===== src/rtl/lsync_pkg.sv =====
package lsync_pkg;

   typedef enum logic {
      ST_HUNT   = 1'b0,
      ST_LOCKED = 1'b1
   } lsync_state_e;

   localparam int MODE_PORTS = 0;
   localparam int MODE_PCIE  = 1;
   localparam int MODE_XAUI  = 2;
   localparam int MODE_GIGE  = 3;
   localparam int MODE_SRIO  = 4;

   function automatic int preset_acq(int mode);
      case (mode)
         MODE_PCIE: return 4;
         MODE_XAUI: return 4;
         MODE_GIGE: return 3;
         MODE_SRIO: return 127;
         default:   return 1;
      endcase
   endfunction

   function automatic int preset_lose(int mode);
      case (mode)
         MODE_PCIE: return 17;
         MODE_XAUI: return 4;
         MODE_GIGE: return 4;
         MODE_SRIO: return 255;
         default:   return 1;
      endcase
   endfunction

   function automatic int preset_run(int mode);
      case (mode)
         MODE_PCIE: return 16;
         MODE_XAUI: return 4;
         MODE_GIGE: return 4;
         MODE_SRIO: return 3;
         default:   return 1;
      endcase
   endfunction

endpackage


===== src/rtl/lsync_thresholds.sv =====
module lsync_thresholds
   import lsync_pkg::*;
#(
   parameter int MODE  = MODE_PORTS,
   parameter int ACQ_W = 8,
   parameter int ERR_W = 8,
   parameter int RUN_W = 6
) (
   input  logic [ACQ_W-1:0] cfg_acq_m1,
   input  logic [ERR_W-1:0] cfg_lose_m1,
   input  logic [RUN_W-1:0] cfg_run_m1,
   output logic [ACQ_W-1:0] acq_lim,
   output logic [ERR_W-1:0] lose_lim,
   output logic [RUN_W-1:0] run_lim
);

   generate
      if (MODE == MODE_PORTS) begin : g_ports
         assign acq_lim  = cfg_acq_m1;
         assign lose_lim = cfg_lose_m1;
         assign run_lim  = cfg_run_m1;
      end else begin : g_preset
         if (MODE < MODE_PCIE || MODE > MODE_SRIO) begin : g_bad_mode
            $error("lsync_thresholds: unknown MODE");
         end
         if (preset_acq(MODE) > (1 << ACQ_W)) begin : g_bad_acq
            $error("lsync_thresholds: preset acquire count exceeds ACQ_W");
         end
         if (preset_lose(MODE) > (1 << ERR_W)) begin : g_bad_lose
            $error("lsync_thresholds: preset loss count exceeds ERR_W");
         end
         if (preset_run(MODE) > (1 << RUN_W)) begin : g_bad_run
            $error("lsync_thresholds: preset run length exceeds RUN_W");
         end
         logic unused_cfg;
         assign unused_cfg = ^{cfg_acq_m1, cfg_lose_m1, cfg_run_m1};
         assign acq_lim  = ACQ_W'(preset_acq(MODE) - 1);
         assign lose_lim = ERR_W'(preset_lose(MODE) - 1);
         assign run_lim  = RUN_W'(preset_run(MODE) - 1);
      end
   endgenerate

endmodule


===== src/rtl/lsync_acquire.sv =====
module lsync_acquire #(
   parameter int W = 8
) (
   input  logic         clk,
   input  logic         rst_n,
   input  logic         clear,
   input  logic         tick,
   input  logic         bad,
   input  logic [W-1:0] limit,
   output logic         done,
   output logic [W-1:0] count
);

   // A sync group that is also errored counts as an error only.
   always_comb done = tick && !bad && (count == limit);

   always_ff @(posedge clk) begin
      if (!rst_n || clear) begin
         count <= '0;
      end else if (bad) begin
         count <= '0;
      end else if (done) begin
         count <= '0;
      end else if (tick) begin
         count <= count + W'(1);
      end
   end

endmodule


===== src/rtl/lsync_tolerance.sv =====
module lsync_tolerance #(
   parameter int ERR_W = 8,
   parameter int RUN_W = 6
) (
   input  logic             clk,
   input  logic             rst_n,
   input  logic             clear,
   input  logic             good,
   input  logic             bad,
   input  logic [ERR_W-1:0] lose_lim,
   input  logic [RUN_W-1:0] run_lim,
   output logic             drop,
   output logic [ERR_W-1:0] err_cnt,
   output logic [RUN_W-1:0] run_cnt
);

   logic run_full;

   always_comb begin
      drop     = bad && (err_cnt == lose_lim);
      run_full = good && (run_cnt == run_lim);
   end

   always_ff @(posedge clk) begin
      if (!rst_n || clear) begin
         err_cnt <= '0;
         run_cnt <= '0;
      end else if (bad) begin
         run_cnt <= '0;
         err_cnt <= drop ? '0 : err_cnt + ERR_W'(1);
      end else if (run_full) begin
         run_cnt <= '0;
         if (err_cnt != '0) begin
            err_cnt <= err_cnt - ERR_W'(1);
         end
      end else if (good) begin
         run_cnt <= run_cnt + RUN_W'(1);
      end
   end

endmodule


===== src/rtl/link_sync_tracker.sv =====
module link_sync_tracker
   import lsync_pkg::*;
#(
   parameter int MODE     = MODE_PORTS,
   parameter int ACQ_MAX  = 256,
   parameter int LOSE_MAX = 256,
   parameter int RUN_MAX  = 64,
   localparam int ACQ_W   = $clog2(ACQ_MAX),
   localparam int ERR_W   = $clog2(LOSE_MAX),
   localparam int RUN_W   = $clog2(RUN_MAX)
) (
   input  logic             clk,
   input  logic             rst_n,
   input  logic [ACQ_W-1:0] cfg_acq_m1,
   input  logic [ERR_W-1:0] cfg_lose_m1,
   input  logic [RUN_W-1:0] cfg_run_m1,
   input  logic             word_vld,
   input  logic             sync_grp,
   input  logic             code_err,
   output logic             sync_ok
);

   generate
      if (ACQ_MAX < 2 || (ACQ_MAX & (ACQ_MAX - 1)) != 0) begin : g_bad_acq_max
         $error("link_sync_tracker: ACQ_MAX must be a power of two >= 2");
      end
      if (LOSE_MAX < 2 || (LOSE_MAX & (LOSE_MAX - 1)) != 0) begin : g_bad_lose_max
         $error("link_sync_tracker: LOSE_MAX must be a power of two >= 2");
      end
      if (RUN_MAX < 2 || (RUN_MAX & (RUN_MAX - 1)) != 0) begin : g_bad_run_max
         $error("link_sync_tracker: RUN_MAX must be a power of two >= 2");
      end
   endgenerate

   logic [ACQ_W-1:0] acq_lim;
   logic [ERR_W-1:0] lose_lim;
   logic [RUN_W-1:0] run_lim;
   logic [ACQ_W-1:0] acq_cnt;
   logic [ERR_W-1:0] err_cnt;
   logic [RUN_W-1:0] run_cnt;
   logic             acq_done;
   logic             lose_now;
   logic             w_bad;
   logic             w_good;
   logic             w_sync;
   lsync_state_e     state_q;
   lsync_state_e     state_d;

   always_comb begin
      w_bad  = word_vld && code_err;
      w_good = word_vld && !code_err;
      w_sync = word_vld && sync_grp;
   end

   lsync_thresholds #(
      .MODE  (MODE),
      .ACQ_W (ACQ_W),
      .ERR_W (ERR_W),
      .RUN_W (RUN_W)
   ) u_thr (
      .cfg_acq_m1  (cfg_acq_m1),
      .cfg_lose_m1 (cfg_lose_m1),
      .cfg_run_m1  (cfg_run_m1),
      .acq_lim     (acq_lim),
      .lose_lim    (lose_lim),
      .run_lim     (run_lim)
   );

   lsync_acquire #(
      .W (ACQ_W)
   ) u_acq (
      .clk   (clk),
      .rst_n (rst_n),
      .clear (state_q == ST_LOCKED),
      .tick  (w_sync),
      .bad   (w_bad),
      .limit (acq_lim),
      .done  (acq_done),
      .count (acq_cnt)
   );

   lsync_tolerance #(
      .ERR_W (ERR_W),
      .RUN_W (RUN_W)
   ) u_tol (
      .clk      (clk),
      .rst_n    (rst_n),
      .clear    (state_q == ST_HUNT),
      .good     (w_good),
      .bad      (w_bad),
      .lose_lim (lose_lim),
      .run_lim  (run_lim),
      .drop     (lose_now),
      .err_cnt  (err_cnt),
      .run_cnt  (run_cnt)
   );

   always_comb begin
      state_d = state_q;
      case (state_q)
         ST_HUNT:   if (acq_done) state_d = ST_LOCKED;
         ST_LOCKED: if (lose_now) state_d = ST_HUNT;
         default:   state_d = ST_HUNT;
      endcase
   end

   always_ff @(posedge clk) begin
      if (!rst_n) begin
         state_q <= ST_HUNT;
      end else begin
         state_q <= state_d;
      end
   end

   assign sync_ok = (state_q == ST_LOCKED);

endmodule


===== config.mk =====
export PLATFORM = sky130hd
export DESIGN_NAME = link_sync_tracker
export DESIGN_NICKNAME = d
export VERILOG_FILES = /design/src/rtl/lsync_pkg.sv /design/src/rtl/lsync_thresholds.sv /design/src/rtl/lsync_acquire.sv /design/src/rtl/lsync_tolerance.sv /design/src/rtl/link_sync_tracker.sv
export SDC_FILE = /design/constraint.sdc
export NUM_CORES = 1
export LEC_CHECK = 0
export ABC_AREA = 0
export BUFFER_PORTS_ARGS = -buffer_cell sky130_fd_sc_hd__buf_2
export CAP_MARGIN = 30
export CORE_MARGIN = 3
export CORE_UTILIZATION = 34
export CTS_CLUSTER_DIAMETER = 50
export DETAILED_ROUTE_END_ITERATION = 7
export PLACE_DENSITY_LB_ADDON = 0.2
export RECOVER_POWER = 25
export SYNTH_ARGS = -nofsm -noshare
export SYNTH_HDL_FRONTEND = slang
export SYNTH_SLANG_ARGS = --single-unit

===== constraint.sdc =====
create_clock -name clk -period 3.84 [get_ports clk]
set_input_delay 0 -clock clk [delete_from_list [all_inputs] [get_ports clk]]
set_output_delay 0 -clock clk [all_outputs]
set_load 0.05 [all_outputs]

# [Word level (Yosys, flattened, before mapping)]
# Index checks and enable logic that the tools add are counted.
[op_classes] n_div=0 shift=0 bitwise_logic=1 add_sub_neg=4 n_mul=0 magnitude_cmp=0 n_eq_ne=3 n_mux=7 n_reduce_logical=18
[ops] op="8-bit 2-to-1 mux" count=4
[ops] op="8-bit by 1-bit adder with 8-bit output, second input constant" count=2
[ops] op="8-bit equality test" count=2
[ops] op="8-bit nonzero test" count=1
[ops] op="8-bit by 1-bit subtractor with 8-bit output, second input constant" count=1
[ops] op="1-bit logical AND" count=7
[ops] op="6-bit by 1-bit adder with 6-bit output, second input constant" count=1
[ops] op="6-bit equality test" count=1
[ops] op="3-bit OR reduction" count=2
[ops] op="2-bit nonzero test" count=2
[ops] op="1-bit zero test" count=3
[ops] op="1-bit logical OR" count=2
[ops] op="1-bit 2-to-1 mux" count=2
[ops] op="1-bit case mux with 2 select lines" count=1
[ops] op="2-bit AND reduction" count=1
[ops] op="1-bit NOT" count=1
[word_totals] reg_bits=23 rom_bits=0 mem_count=0 input_bits=27 wordCells=37 ramBits=0 output_inout_bits=1 latch_bits=0

# [Depth between registers and ports, before layout]
[depth] word_depth=6 ltp_mapped=8 ltp_nobuf=6

# [Modules after synthesis]
# Synthesis repeated with hierarchy kept, for this count alone.
[unflattened] hier_cells=222 hier_area_um2=1834.3
[by_module_without_submodules] module="lsync_tolerance" area_each_um2=1151.1 cells_each=143 seq_area_each_um2=280.3 instances=1
[by_module_without_submodules] module="lsync_acquire" area_each_um2=444.2 cells_each=49 seq_area_each_um2=160.2 instances=1
[by_module_without_submodules] module="lsync_thresholds" area_each_um2=165.2 cells_each=22 seq_area_each_um2=0.0 instances=1
[by_module_without_submodules] module="link_sync_tracker" area_each_um2=73.8 cells_each=8 seq_area_each_um2=20.0 instances=1

# [Worst setup path after synthesis]
# OpenSTA, ideal clock, no wires.
[synth_path] path_kind="reg-to-reg" startpoint="register u_tol.err_cnt[3]" endpoint="register u_tol.err_cnt[2]" n_path_buf=2 setup_slack_ps=1898 setup_ps=141 arrival_time_ps=1801 synth_period_minus_slack_ps=1942 stages_incl_launch_ff=8 required_time_ps=3699 path_cell_list="dfxtp_1 buf_6 or4_4 nor4b_4 nor3_2 buf_6 a221oi_1 a311oi_1"
[synth_between] elab_chain_len=4 word_cells_on_any_way=7 cone_classes="eq/ne (1); mux (2); reduce/logical (4)"
[synth_lines] item="start, declared" line_no="lsync_tolerance.sv:13" text="output logic [ERR_W-1:0] err_cnt,"
[synth_lines] item="start signal, assigned" line_no="lsync_tolerance.sv:30" text="err_cnt <= drop ? '0 : err_cnt + ERR_W'(1);"
[synth_lines] item="start signal, assigned" line_no="lsync_tolerance.sv:34" text="err_cnt <= err_cnt - ERR_W'(1);"
[synth_lines] item="8-bit equality test" line_no="lsync_tolerance.sv:20" text="drop = bad && (err_cnt == lose_lim);"
[synth_lines] item="1-bit logical AND" line_no="lsync_tolerance.sv:20"
[synth_lines] item="8-bit 2-to-1 mux" line_no="lsync_tolerance.sv:30"
[synth_lines] item="8-bit 2-to-1 mux" line_no="lsync_tolerance.sv:28" text="end else if (bad) begin"
# Several ways; a longest one is shown, not always the timed one.
# A chain may end at the register's enable or synchronous reset.

# [Final worst setup path]
[layout_path] startpoint="register u_tol.err_cnt[0]" endpoint="register u_tol.err_cnt[5]"
[layout_between] elab_chain_len=4 word_cells_on_any_way=11 cone_classes="add/sub (2); eq/ne (1); mux (4); reduce/logical (4)"
[layout_lines] item="8-bit by 1-bit subtractor with 8-bit output or 8-bit equality test (tied branches)" line_no="lsync_tolerance.sv:34, lsync_tolerance.sv:20"
[layout_lines] item="8-bit 2-to-1 mux or 1-bit logical AND (tied branches)" line_no="lsync_tolerance.sv:33, lsync_tolerance.sv:20"
[layout_lines] item="8-bit 2-to-1 mux (on tied branches)" line_no="lsync_tolerance.sv:31, lsync_tolerance.sv:30"
[layout_lines] item="8-bit 2-to-1 mux" line_no="lsync_tolerance.sv:28"
# Several ways; a longest one is shown, not always the timed one. The select of a mux whose other input is x is not followed.

==> results.json <==
{
  "outcome": "finished clean",
  "grt_pass1_vias": 1199,
  "slew_headroom": 0.536,
  "drv_slew": 0,
  "yosys.area.top_type": "dfxtp_1",
  "cp_max_fo": 11,
  "wire_per_inst_um": 13.4,
  "clkTransAtPathRegs_ns": 0.09,
  "syn_avg_cell_area_um2": 8.41,
  "cp_cell_sequence": "inv_1 -> ha_1 -> nor4b_4 -> nor3_2 -> a21boi_0 -> o211a_1",
  "drv_cap": 0,
  "final.period_utilization": 0.562,
  "cts_tree": "built",
  "area_growth_pct": 12.6,
  "synth_nets": 218,
  "reg2reg_slack_ns": 1.68,
  "crit_family": "simple AND/OR/NAND/NOR gates",
  "nNetsFinal": 240,
  "cts_buffers": 3,
  "worst_slew_pin_slew_ns": 0.693,
  "ys_seq_area_frac": 0.294,
  "yosysWarnings": 0,
  "synth_top_area_share": 0.294,
  "synthFlopType": "dfxtp_1",
  "grt_setup_unrepaired": "false",
  "dr_wl_met3_um": 150,
  "clock_sinks": 23,
  "htreeDepth": 1,
  "route.final.wire_length_um": 3480,
  "drive_above_1_share": 0.174,
  "required_ns": 4.00,
  "io_pins": 28,
  "cts_root_buf": "clkbuf_8",
  "worstPathArrival_ns": 2.32,
  "fmax_mhz": 463,
  "slowest_stage": "dfxtp_1",
  "p_leak_nw": 0.682,
  "dr.pass1.iters": 4,
  "start_kind": "flop",
  "ys_ff_latch": 23,
  "via_count": 1349,
  "reg2reg_to": "u_tol.err_cnt[5]$_SDFFE_PP0P_",
  "dieHeight_um": 73.8,
  "slowest_delay_ns": 0.56,
  "end_kind": "flop",
  "die_w_um": 73.8,
  "num_rows": 24,
  "synth_common_cells": "23 x dfxtp_1, 21 x xnor2_1, 20 x nor2_1",
  "power_density_mw_per_mm2": 250,
  "min_path_type": "input pin to flop",
  "diodes": 0,
  "gr-total-overflow": 0,
  "setup_ws_ns": 1.68,
  "m1WireLength_um": 1700,
  "ys_top_cells_by_area": "dfxtp_1 29%, xnor2_1 12%, xor2_1 9.5%",
  "clock_latency_ns": 0.26,
  "die_area_mm2": 0.00545,
  "final-setup-viol-count": 0,
  "r2r-start": "u_tol.err_cnt[0]$_SDFFE_PP0P_",
  "ir_worst_vdd_uv": 223,
  "antenna_found_initial": 0,
  "fin_skew_ns": 0.000963,
  "wl_met2_um": 1560,
  "post_cts_buffers": 0,
  "port_buffers": 27,
  "crit_type": "flop to flop",
  "clk_path_buf_depth": 2,
  "finalCriticalPeriod_ns": 2.16,
  "syn_area_mm2": 0.00156,
  "grt_max_degree": 14,
  "start_util": 0.357,
  "fillers": 466,
  "yosysMostFrequentCell": "dfxtp_1",
  "final_cell_count_no_fill": 259,
  "async_reset_ff_frac": 0,
  "hp-start": "code_err",
  "ys_types": 46,
  "dr.max_layer_used": "met4",
  "tns_ns": 0,
  "grtUsageTotal": 0.132,
  "drt-initial-drc-count": 107,
  "hold_viol_final": 0,
  "place_inst": 254,
  "reg2reg_depth": 6,
  "synth_edf_count": 0,
  "holdPathEnd": "u_tol.run_cnt[0]$_SDFFE_PP0P_",
  "vias_per_cell": 5.21,
  "syn_inst": 186,
  "preCtsSetupSlack_ns": 1.70,
  "critPathBufInv": 1,
  "hpwl_um": 2660,
  "finalWeightedCongestion": 0.857,
  "hold_depth": 4,
  "drc": 0,
  "core-area_mm2": 0.00438,
  "grt_pass1_wl_um": 5650,
  "antenna_left": 0
}
## state kept, by name, indices dropped and copies added (netlist names)
register and cells:
sync_ok 1, u_tol.err_cnt 8, u_acq.count 8, u_tol.run_cnt 6
## cells in the final DEF, fill, tap and decap left out, drive strengths merged, types with 2 or more instances in the layout
master / synthesis / final
nand4: 7 / 7
a311oi: 2 / 2
and3: 2 / 2
o21ai: 4 / 4
or4: 2 / 2
nor2: 20 / 20
nor4: 4 / 4
inv: 4 / 4
ha: 5 / 5
a21oi: 3 / 3
xnor2: 21 / 21
nor3: 4 / 4
nand4b: 2 / 2
a31oi: 3 / 3
xor2: 17 / 17
buf: 3 / 26
and2: 3 / 3
dfxtp: 23 / 23
nand2b: 2 / 2
mux2i: 2 / 2
a31o: 2 / 2
clkbuf: 8 / 4
nand3: 8 / 8
nand2: 15 / 15
nor4b: 3 / 3
## where the power goes
group / internal [mW] / switching, mW / leakage (nW)
combinational: 0.0233 / 0.0219 / 0.471
sequential: 0.239 / 0.00158 / 0.185
clock: 0.0725 / 0.0817 / 0.0255
total: 0.335 / 0.105 / 0.682
## what timing repair did
item | in CTS | in global routing
hold buffers | 1 | 0
endpoints found under the hold margin | 1 | 0
gates resized for setup | 0 | 0
## how the worst max path moves through the flow
stage	from	slack, ns	cells past startpoint	end
after floorplan	u_tol.err_cnt[3]$_SDFFE_PP0P_	1.90	7	u_tol.err_cnt[2]$_SDFFE_PP0P_
after global placement	u_tol.err_cnt[2]$_SDFFE_PP0P_	1.75	5	u_tol.err_cnt[5]$_SDFFE_PP0P_
after detailed placement	u_tol.err_cnt[0]$_SDFFE_PP0P_	1.70	6	u_tol.err_cnt[5]$_SDFFE_PP0P_
after CTS	u_tol.err_cnt[0]$_SDFFE_PP0P_	1.67	6	u_tol.err_cnt[5]$_SDFFE_PP0P_
after global routing	u_tol.err_cnt[0]$_SDFFE_PP0P_	1.56	6	u_tol.err_cnt[5]$_SDFFE_PP0P_
final	u_tol.err_cnt[0]$_SDFFE_PP0P_	1.68	6	u_tol.err_cnt[5]$_SDFFE_PP0P_
## area by class of cell
class | count | area [um^2] | share of cell area
clock buffers | 3 | 41.3 | 0.0234
clock inverters | 1 | 5.00 | 0.00284
inverters | 4 | 15.0 | 0.00852
multi-input cells | 148 | 1030 | 0.585
flip-flops and latches | 23 | 460 | 0.261
well taps | 52 | 65.1 | 0.0369
repair buffers | 28 | 144 | 0.0817
## worst register-to-register path, stage by stage (launching register included)
cell      delay (ns)
dfxtp_1         0.56
inv_1           0.14
ha_1            0.23
nor4b_4         0.14
nor3_2          0.54
a21boi_0        0.20
o211a_1         0.26
## layer usage
layer  vias to the layer above  global-route usage
li1                        700                   -
met1                       615               0.175
met2                        28               0.216
met3                         6              0.0287
met4                         0              0.0322
met5                         -                   0
## cell families (layout without fill, tap and decap cells)
group,count (synthesis),after routing,share of synthesized area
simple gates,76,76,0.266
xor+xnor,38,38,0.213
compound gates,27,27,0.128
flops,23,23,0.294
buf+inv,15,36,0.0464
fa+ha+maj,5,5,0.0400
mux,2,2,0.0128
## through the flow
stage | hold slack (ns) | power (mW) | util | cell area [um^2]
2_1_floorplan | 0.112 | 0.271 | - | 1560
4_1_cts | 0.173 | 0.447 | 0.402 | 1760
5_1_grt | 0.237 | 0.463 | 0.402 | 1760
3_5_place_dp | 0.267 | 0.291 | 0.389 | 1710
3_3_place_gp | 0.262 | 0.291 | 0.389 | 1710
6_report | 0.174 | 0.440 | 0.402 | 1760
No activity file was read; power rests on OpenSTA's default activity.
